## config.mk

```make
export PLATFORM = sky130hd
export DESIGN_NAME = scl_wavegen
export DESIGN_NICKNAME = d
export VERILOG_FILES = /design/src/rtl/scl_wavegen_pkg.sv /design/src/rtl/scl_rst_sync.sv /design/src/rtl/scl_cfg_stage.sv /design/src/rtl/scl_phase_timer.sv /design/src/rtl/scl_phase_ctrl.sv /design/src/rtl/scl_wavegen.sv
export SDC_FILE = /design/constraint.sdc
export NUM_CORES = 1
export LEC_CHECK = 0
export BUFFER_PORTS_ARGS = -buffer_cell sky130_fd_sc_hd__buf_2
export CORE_MARGIN = 2
export CORE_UTILIZATION = 55
export CTS_CLUSTER_SIZE = 16
export DETAILED_ROUTE_END_ITERATION = 10
export GPL_ROUTABILITY_DRIVEN = 0
export PLACE_DENSITY = 0.8
export SKIP_LAST_GASP = 1
export SLEW_MARGIN = 20
export SYNTH_ARGS = -nofsm -noshare
export SYNTH_HDL_FRONTEND = slang
export SYNTH_HIERARCHICAL = 1
export SYNTH_SLANG_ARGS = --single-unit
export TNS_END_PERCENT = 100
```

## constraint.sdc

```tcl
create_clock -name clk -period 7.99 [get_ports clk]
set_input_delay 0.3995 -clock clk [delete_from_list [all_inputs] [get_ports clk]]
set_output_delay 0.3995 -clock clk [all_outputs]
set_load 0.02 [all_outputs]
```

## src/rtl/scl_wavegen_pkg.sv

```systemverilog
package scl_wavegen_pkg;
  localparam int DIV_W  = 8;
  localparam int EXP_W  = 3;
  localparam int WORD_W = EXP_W + 2 * DIV_W;

  // field order is fixed by the software-visible divider word
  typedef struct packed {
    logic [EXP_W-1:0] exp;
    logic [DIV_W-1:0] hi;
    logic [DIV_W-1:0] lo;
  } div_word_t;

  typedef enum logic {
    PH_LOW  = 1'b0,
    PH_HIGH = 1'b1
  } phase_e;
endpackage

```

## src/rtl/scl_rst_sync.sv

```systemverilog
module scl_rst_sync (
  input  logic clk,
  input  logic rst_n_in,
  output logic rst_n_out
);
  logic [1:0] sync_q;

  always_ff @(posedge clk or negedge rst_n_in) begin
    if (!rst_n_in) sync_q <= 2'b00;
    else           sync_q <= {sync_q[0], 1'b1};
  end

  assign rst_n_out = sync_q[1];
endmodule

```

## src/rtl/scl_cfg_stage.sv

```systemverilog
module scl_cfg_stage
  import scl_wavegen_pkg::*;
#(
  parameter int MAX_EXP = 5
) (
  input  logic             clk,
  input  logic             rst_n,
  input  logic             wr_en,
  input  div_word_t        wr_word,
  input  logic             run_q,
  input  logic             at_end,
  output logic [DIV_W-1:0] hi_div,
  output logic [DIV_W-1:0] lo_div,
  output logic [EXP_W-1:0] exp_eff
);
  div_word_t pend_q, pend_d;
  div_word_t act_q, act_d;
  logic      load;

  always_comb begin
    pend_d = wr_en ? wr_word : pend_q;
    // reload only while idle or on the last cycle of a phase; a write
    // arriving in that same cycle is forwarded straight in
    load   = !run_q || at_end;
    act_d  = load ? pend_d : act_q;
  end

  always_ff @(posedge clk or negedge rst_n) begin
    if (!rst_n) begin
      pend_q <= '0;
      act_q  <= '0;
    end else begin
      pend_q <= pend_d;
      act_q  <= act_d;
    end
  end

  assign hi_div = act_q.hi;
  assign lo_div = act_q.lo;

  generate
    if (MAX_EXP >= (2 ** EXP_W) - 1) begin : g_no_clamp
      assign exp_eff = act_q.exp;
    end else begin : g_clamp
      assign exp_eff = (act_q.exp > EXP_W'(MAX_EXP)) ? EXP_W'(MAX_EXP) : act_q.exp;
    end
  endgenerate

  // active word never changes inside a running phase
  p_cfg_hold_r7: assert property (@(posedge clk) disable iff (!rst_n)
    (run_q && !at_end) |=> $stable(act_q));
endmodule

```

## src/rtl/scl_phase_timer.sv

```systemverilog
module scl_phase_timer
  import scl_wavegen_pkg::*;
#(
  parameter int OFFSET  = 3,
  parameter int MAX_EXP = 5
) (
  input  logic             clk,
  input  logic             rst_n,
  input  logic             enable,
  input  logic             run_q,
  input  logic             phase_hi,
  input  logic [DIV_W-1:0] hi_div,
  input  logic [DIV_W-1:0] lo_div,
  input  logic [EXP_W-1:0] exp_eff,
  output logic             at_start,
  output logic             at_mid,
  output logic             at_end
);
  localparam int LEN_W = DIV_W + MAX_EXP + 2;

  logic [DIV_W-1:0] div_sel;
  logic [LEN_W-1:0] len;
  logic [LEN_W-1:0] cnt_q, cnt_d;

  always_comb begin
    div_sel  = phase_hi ? hi_div : lo_div;
    len      = (LEN_W'(div_sel) << exp_eff) + LEN_W'(OFFSET);
    at_start = run_q && (cnt_q == '0);
    at_mid   = run_q && (cnt_q == (len >> 1));
    at_end   = run_q && (cnt_q == len - LEN_W'(1));
    if (!enable || !run_q || at_end) cnt_d = '0;
    else                             cnt_d = cnt_q + LEN_W'(1);
  end

  always_ff @(posedge clk or negedge rst_n) begin
    if (!rst_n) cnt_q <= '0;
    else        cnt_q <= cnt_d;
  end

  // position inside the phase never passes the programmed length
  p_cnt_in_range_r2: assert property (@(posedge clk) disable iff (!rst_n)
    run_q |-> (cnt_q < len));

  // the midpoint strobe falls strictly before the phase end
  p_mid_before_end_r5: assert property (@(posedge clk) disable iff (!rst_n)
    at_mid |-> !at_end);
endmodule

```

## src/rtl/scl_phase_ctrl.sv

```systemverilog
module scl_phase_ctrl
  import scl_wavegen_pkg::*;
(
  input  logic clk,
  input  logic rst_n,
  input  logic enable,
  input  logic at_start,
  input  logic at_mid,
  input  logic at_end,
  output logic run_q,
  output logic phase_hi,
  output logic scl_o,
  output logic rise_stb,
  output logic fall_stb,
  output logic hmid_stb,
  output logic lmid_stb
);
  phase_e ph_q, ph_d;
  logic   run_d;

  always_comb begin
    run_d = enable;
    if (!enable || !run_q) ph_d = PH_HIGH;
    else if (at_end)       ph_d = (ph_q == PH_HIGH) ? PH_LOW : PH_HIGH;
    else                   ph_d = ph_q;
  end

  always_ff @(posedge clk or negedge rst_n) begin
    if (!rst_n) begin
      run_q <= 1'b0;
      ph_q  <= PH_HIGH;
    end else begin
      run_q <= run_d;
      ph_q  <= ph_d;
    end
  end

  assign phase_hi = (ph_q == PH_HIGH);
  assign scl_o    = phase_hi;
  assign rise_stb = at_start &&  phase_hi;
  assign fall_stb = at_start && !phase_hi;
  assign hmid_stb = at_mid   &&  phase_hi;
  assign lmid_stb = at_mid   && !phase_hi;

  // strobes are mutually exclusive
  p_one_strobe_r6: assert property (@(posedge clk) disable iff (!rst_n)
    $onehot0({rise_stb, fall_stb, hmid_stb, lmid_stb}));

  // level flips at every phase end
  p_toggle_r4: assert property (@(posedge clk) disable iff (!rst_n)
    (enable && at_end) |=> (scl_o != $past(scl_o)));

  // enabling opens with a high phase
  p_launch_r9: assert property (@(posedge clk) disable iff (!rst_n)
    (enable && !run_q) |=> rise_stb);
endmodule

```

## src/rtl/scl_wavegen.sv

```systemverilog
module scl_wavegen
  import scl_wavegen_pkg::*;
#(
  parameter int OFFSET  = 3,
  parameter int MAX_EXP = 5
) (
  input  logic              clk,
  input  logic              rst_n,
  input  logic              enable,
  input  logic              cfg_we,
  input  logic [WORD_W-1:0] cfg_wdata,
  output logic              scl_o,
  output logic              scl_rise_stb,
  output logic              scl_fall_stb,
  output logic              scl_hmid_stb,
  output logic              scl_lmid_stb
);
  logic             rst_n_s;
  logic             run_q, phase_hi;
  logic             at_start, at_mid, at_end;
  logic [DIV_W-1:0] hi_div, lo_div;
  logic [EXP_W-1:0] exp_eff;

  scl_rst_sync u_rst (
    .clk      (clk),
    .rst_n_in (rst_n),
    .rst_n_out(rst_n_s)
  );

  scl_cfg_stage #(.MAX_EXP(MAX_EXP)) u_cfg (
    .clk    (clk),
    .rst_n  (rst_n_s),
    .wr_en  (cfg_we),
    .wr_word(div_word_t'(cfg_wdata)),
    .run_q  (run_q),
    .at_end (at_end),
    .hi_div (hi_div),
    .lo_div (lo_div),
    .exp_eff(exp_eff)
  );

  scl_phase_timer #(.OFFSET(OFFSET), .MAX_EXP(MAX_EXP)) u_tmr (
    .clk     (clk),
    .rst_n   (rst_n_s),
    .enable  (enable),
    .run_q   (run_q),
    .phase_hi(phase_hi),
    .hi_div  (hi_div),
    .lo_div  (lo_div),
    .exp_eff (exp_eff),
    .at_start(at_start),
    .at_mid  (at_mid),
    .at_end  (at_end)
  );

  scl_phase_ctrl u_ctl (
    .clk     (clk),
    .rst_n   (rst_n_s),
    .enable  (enable),
    .at_start(at_start),
    .at_mid  (at_mid),
    .at_end  (at_end),
    .run_q   (run_q),
    .phase_hi(phase_hi),
    .scl_o   (scl_o),
    .rise_stb(scl_rise_stb),
    .fall_stb(scl_fall_stb),
    .hmid_stb(scl_hmid_stb),
    .lmid_stb(scl_lmid_stb)
  );

  // disabled block releases the line and stays silent
  p_idle_high_r9: assert property (@(posedge clk) disable iff (!rst_n_s)
    !enable |=> (scl_o && !(scl_rise_stb || scl_fall_stb || scl_hmid_stb || scl_lmid_stb)));
endmodule

```

==> results_dict.tcl <==
set metrics [dict create \
    ys_seq_elements 57 \
    number_of_enable_type_register_cells_in_the_synthesized_netlist 0 \
    core_area_mm2 0.00826 \
    end_kind "flop" \
    clk_pin_slew_ns 0.07 \
    cts.path.max_buffers 2 \
    power.combinational.fraction_pct 40.0 \
    critPathSlowestCell "sky130_fd_sc_hd__dfrtp_1" \
    cp.depth 12 \
    clock_latency_ns 0.34 \
    wirelength_met1_mm 4.61 \
    mappedNetlistNets 481 \
    std_cell_rows 33 \
    synth.most_common_cell "sky130_fd_sc_hd__dfrtp_1" \
    intPower_uw 645 \
    synth_flop_cell "sky130_fd_sc_hd__dfrtp_1" \
    achievable-frequency_mhz 173 \
    worst_ep_arrival_time_ns 5.98 \
    maximum_number_of_pins_on_one_net_before_global_route_repair 45 \
    final.period_utilization_pct 72.2 \
    drt_drc_violations_left 0 \
    final-setup-viol-count 0 \
    first_pass_grt_wire_length_mm 17.3 \
    wirelength_mm 10.4 \
    cts.repair_timing.setup_buffer_count 0 \
    clk_root_buffer_cell "sky130_fd_sc_hd__clkbuf_8" \
    seq_power_share_pct 33.6 \
    cp_cell_sequence "a21o_1 -> nor2_1 -> a222oi_1 -> nand2_1 -> o31a_1 -> o21bai_1 -> nor4b_2 -> a2111oi_4 -> nor4bb_1 -> and4_1 -> nand2b_2 -> mux2_2" \
    die_h_um 96.7 \
    finalClockSkew_ns 0.00795 \
    cts_num_sinks 57 \
    post_synth_arst_share_pct 100 \
    setup_ws_ns 2.22 \
    timing.rr.start "u_cfg/act_q[18]" \
    numPortBuffers 27 \
    postSynthAreaPerCell_um2 10.4 \
    ys_top_cells_by_area "sky130_fd_sc_hd__dfrtp_1, sky130_fd_sc_hd__mux2_4, sky130_fd_sc_hd__mux2_2" \
    part_of_the_total_power_dissipated_in_the_clock_network_pct 26.5 \
    slowest_delay_ns 0.98 \
    finalHoldViolCount 0 \
    die_width_um 96.7 \
    outcome "finished clean" \
    synth_largest_type_area_fraction_pct 29.6 \
    crit_buf_inv 0 \
    tritoncts_clock_tree "done" \
    total_grt_usage_pct 22.8 \
    postCtsResizedCells 0 \
    num_antenna_cells 0 \
    cts_buffers 9 \
    startpoint "u_cfg/act_q[18]" \
    cp_data_required_time_ns 8.20 \
    drt.antenna.violating_nets 0 \
    dr_wl_met3_um 571 \
    place_worst_setup_slack_ns 2.03 \
    total_leakage_power_nw 2.02 \
    worst_path_dominant_cell_family "compound AO/OA/AOI/OAI gates" \
    vdd.ir_drop.worst_uv 177 \
    worst_setup_path_endpoint "u_cfg/lo_div[6]" \
    detailedPlacementHpwl_mm 7.74 \
    boundary_pin_count 28 \
    power.share.switching_pct 37.1 \
    reg2regPathDepth 12 \
    die_area_mm2 0.00935 \
    ys_seq_area_share_pct 30.2 \
    cellPowerDensity_mw_per_mm2 211 \
    power.switching_uw 380 \
    viasPerCell 6.27 \
    critical_path.max_fanout 34 \
    r2r_setup_slk_ns 2.22 \
    hold_path.class "reg -> async" \
    cts_hold_buffers_added 1 \
    slew_headroom_pct 36.0 \
    cts.htree.levels 3 \
    cell_type_with_the_largest_total_area_after_synthesis "sky130_fd_sc_hd__dfrtp_1" \
    startpoint_type_of_the_worst_setup_path "flop" \
    max_layer_used "met4" \
    max_cap_violations 0 \
    netlist_instances 454 \
    critPathKind "reg -> reg" \
    rsz0062_at_grt "false" \
    via_count 3522 \
    wire_per_inst_um 18.5 \
    wl_met2_mm 5.03 \
    1st_iter_drt_viols 391 \
    finalNetCount 479 \
    drive_gt1_share_pct 31.5 \
    area_growth_syn_to_layout_pct 2.70 \
    number_of_antenna_violations_at_the_first_check_in_global_routing 0 \
    totalNegativeSetupSlack_ns 0 \
    initial_utilization_pct 57.3 \
    worst_tran_pin_value_ns 0.960 \
    number_of_inserted_filler_cells_in_the_final_layout 667 \
    drt_pre_antenna_iters 5 \
    final_max_slew_viol_count 0 \
    period_needed_ns 5.77 \
    grt_overflow_total 0 \
    reg2reg_to "u_cfg/lo_div[6]" \
    synthesis.area_mm2 0.00473 \
    ys_top_cells_by_count "sky130_fd_sc_hd__dfrtp_1, sky130_fd_sc_hd__xnor2_1, sky130_fd_sc_hd__nand2_1, sky130_fd_sc_hd__mux2_2, sky130_fd_sc_hd__nand3_1" \
    synth_warnings 6 \
    synthDistinctLibCells 83 \
    grt_pass1_vias 3447 \
]
==> cell usage in the layout (no fill, tap or decap), types with 3 or more instances in the layout <==
master,instances
sky130_fd_sc_hd__ha_1,4
sky130_fd_sc_hd__mux2i_1,13
sky130_fd_sc_hd__mux2_4,22
sky130_fd_sc_hd__xnor2_1,32
sky130_fd_sc_hd__nor4_1,7
sky130_fd_sc_hd__and2_1,3
sky130_fd_sc_hd__nand2_1,27
sky130_fd_sc_hd__and3_2,3
sky130_fd_sc_hd__buf_2,27
sky130_fd_sc_hd__nand4_1,7
sky130_fd_sc_hd__dfrtp_1,55
sky130_fd_sc_hd__o21ai_0,10
sky130_fd_sc_hd__mux2_2,25
sky130_fd_sc_hd__nor2_1,22
sky130_fd_sc_hd__nand3_1,23
sky130_fd_sc_hd__xor2_1,22
sky130_fd_sc_hd__and3_1,10
sky130_fd_sc_hd__a21oi_1,11
sky130_fd_sc_hd__clkinvlp_4,3
sky130_fd_sc_hd__nor3_2,10
sky130_fd_sc_hd__nor2b_1,5
sky130_fd_sc_hd__mux4_2,6
sky130_fd_sc_hd__a22oi_1,4
sky130_fd_sc_hd__nor3_1,10
sky130_fd_sc_hd__clkbuf_8,10
sky130_fd_sc_hd__inv_1,9
==> cells by family after synthesis <==
group / after synthesis / synth area share [%]
AO/OA/AOI/OAI: 64 / 11.2
multiplexers: 68 / 19.3
AND/OR/NAND/NOR: 151 / 19.1
other: 1 / 0.0793
buffers and inverters: 55 / 9.05
XOR/XNOR: 54 / 10.0
adder cells (fa/ha/maj): 4 / 1.06
flip-flops: 57 / 30.2
==> through the flow <==
step           hold slack (ns)  cells  util [%]  power (mW)  area (µm²)
2_1_floorplan            0.104    454         -       0.693        4730
6_report                 0.135    562      58.8        1.02        4860
3_3_place_gp             0.139    544      56.0       0.734        4620
3_5_place_dp             0.145    544      56.0       0.747        4620
5_1_grt                  0.159    562      58.8        1.08        4860
4_1_cts                  0.141    561      58.6        1.02        4840
==> registers in the layout, summed over array words and instances, names as in the netlist <==
name	flops
u_cfg/pend_q	19
u_cfg/lo_div	8
u_tmr/cnt_q	15
u_ctl/run_q	1
u_cfg/hi_div	8
u_cfg/act_q	3
u_ctl/phase_hi	1
u_rst/sync_q	2
==> routing by layer <==
layer	global-route usage [%]	vias to the layer above
li1	-	1620
met1	30.6	1729
met2	37.6	154
met3	3.47	19
met4	8.02	0
met5	0	-
==> worst register-to-register path: cells and delay by family (launching register included) <==
kind	cells	cell delay (ns)
compound gates	5	2.28
flops	1	0.98
mux	1	0.42
simple gates	6	1.98
==> layout make-up <==
class	count	area [µm²]	area share, %
Inverter	11	41.3	0.850
Multi-Input combinational cell	342	2880	59.2
Clock inverter	6	66.3	1.37
Tap cell	105	131	2.71
Timing Repair Buffer	31	175	3.61
Sequential cell	57	1430	29.4
Clock buffer	10	138	2.83
==> power by group through the flow <==
stage                     Sequential (mW)  Clock, mW  Combinational (mW)
after floorplan                     0.331          0               0.362
after global placement              0.345          0               0.388
after detailed placement            0.348          0               0.399
after CTS                           0.343      0.277               0.402
after global routing                0.348      0.288               0.442
final                               0.344      0.271               0.410
==> worst min-delay path by stage <==
| stage | cells past startpoint | endpoint |
|---|---|---|
| after CTS | 0 | u_tmr/cnt_q[14] |
| after detailed placement | 0 | u_tmr/cnt_q[13] |
| after floorplan | 0 | u_rst/sync_q[0] |
| final | 0 | u_tmr/cnt_q[6] |
| after global routing | 0 | u_tmr/cnt_q[3] |
| after global placement | 0 | u_tmr/cnt_q[0] |
No activity file was read; power rests on OpenSTA's default activity.
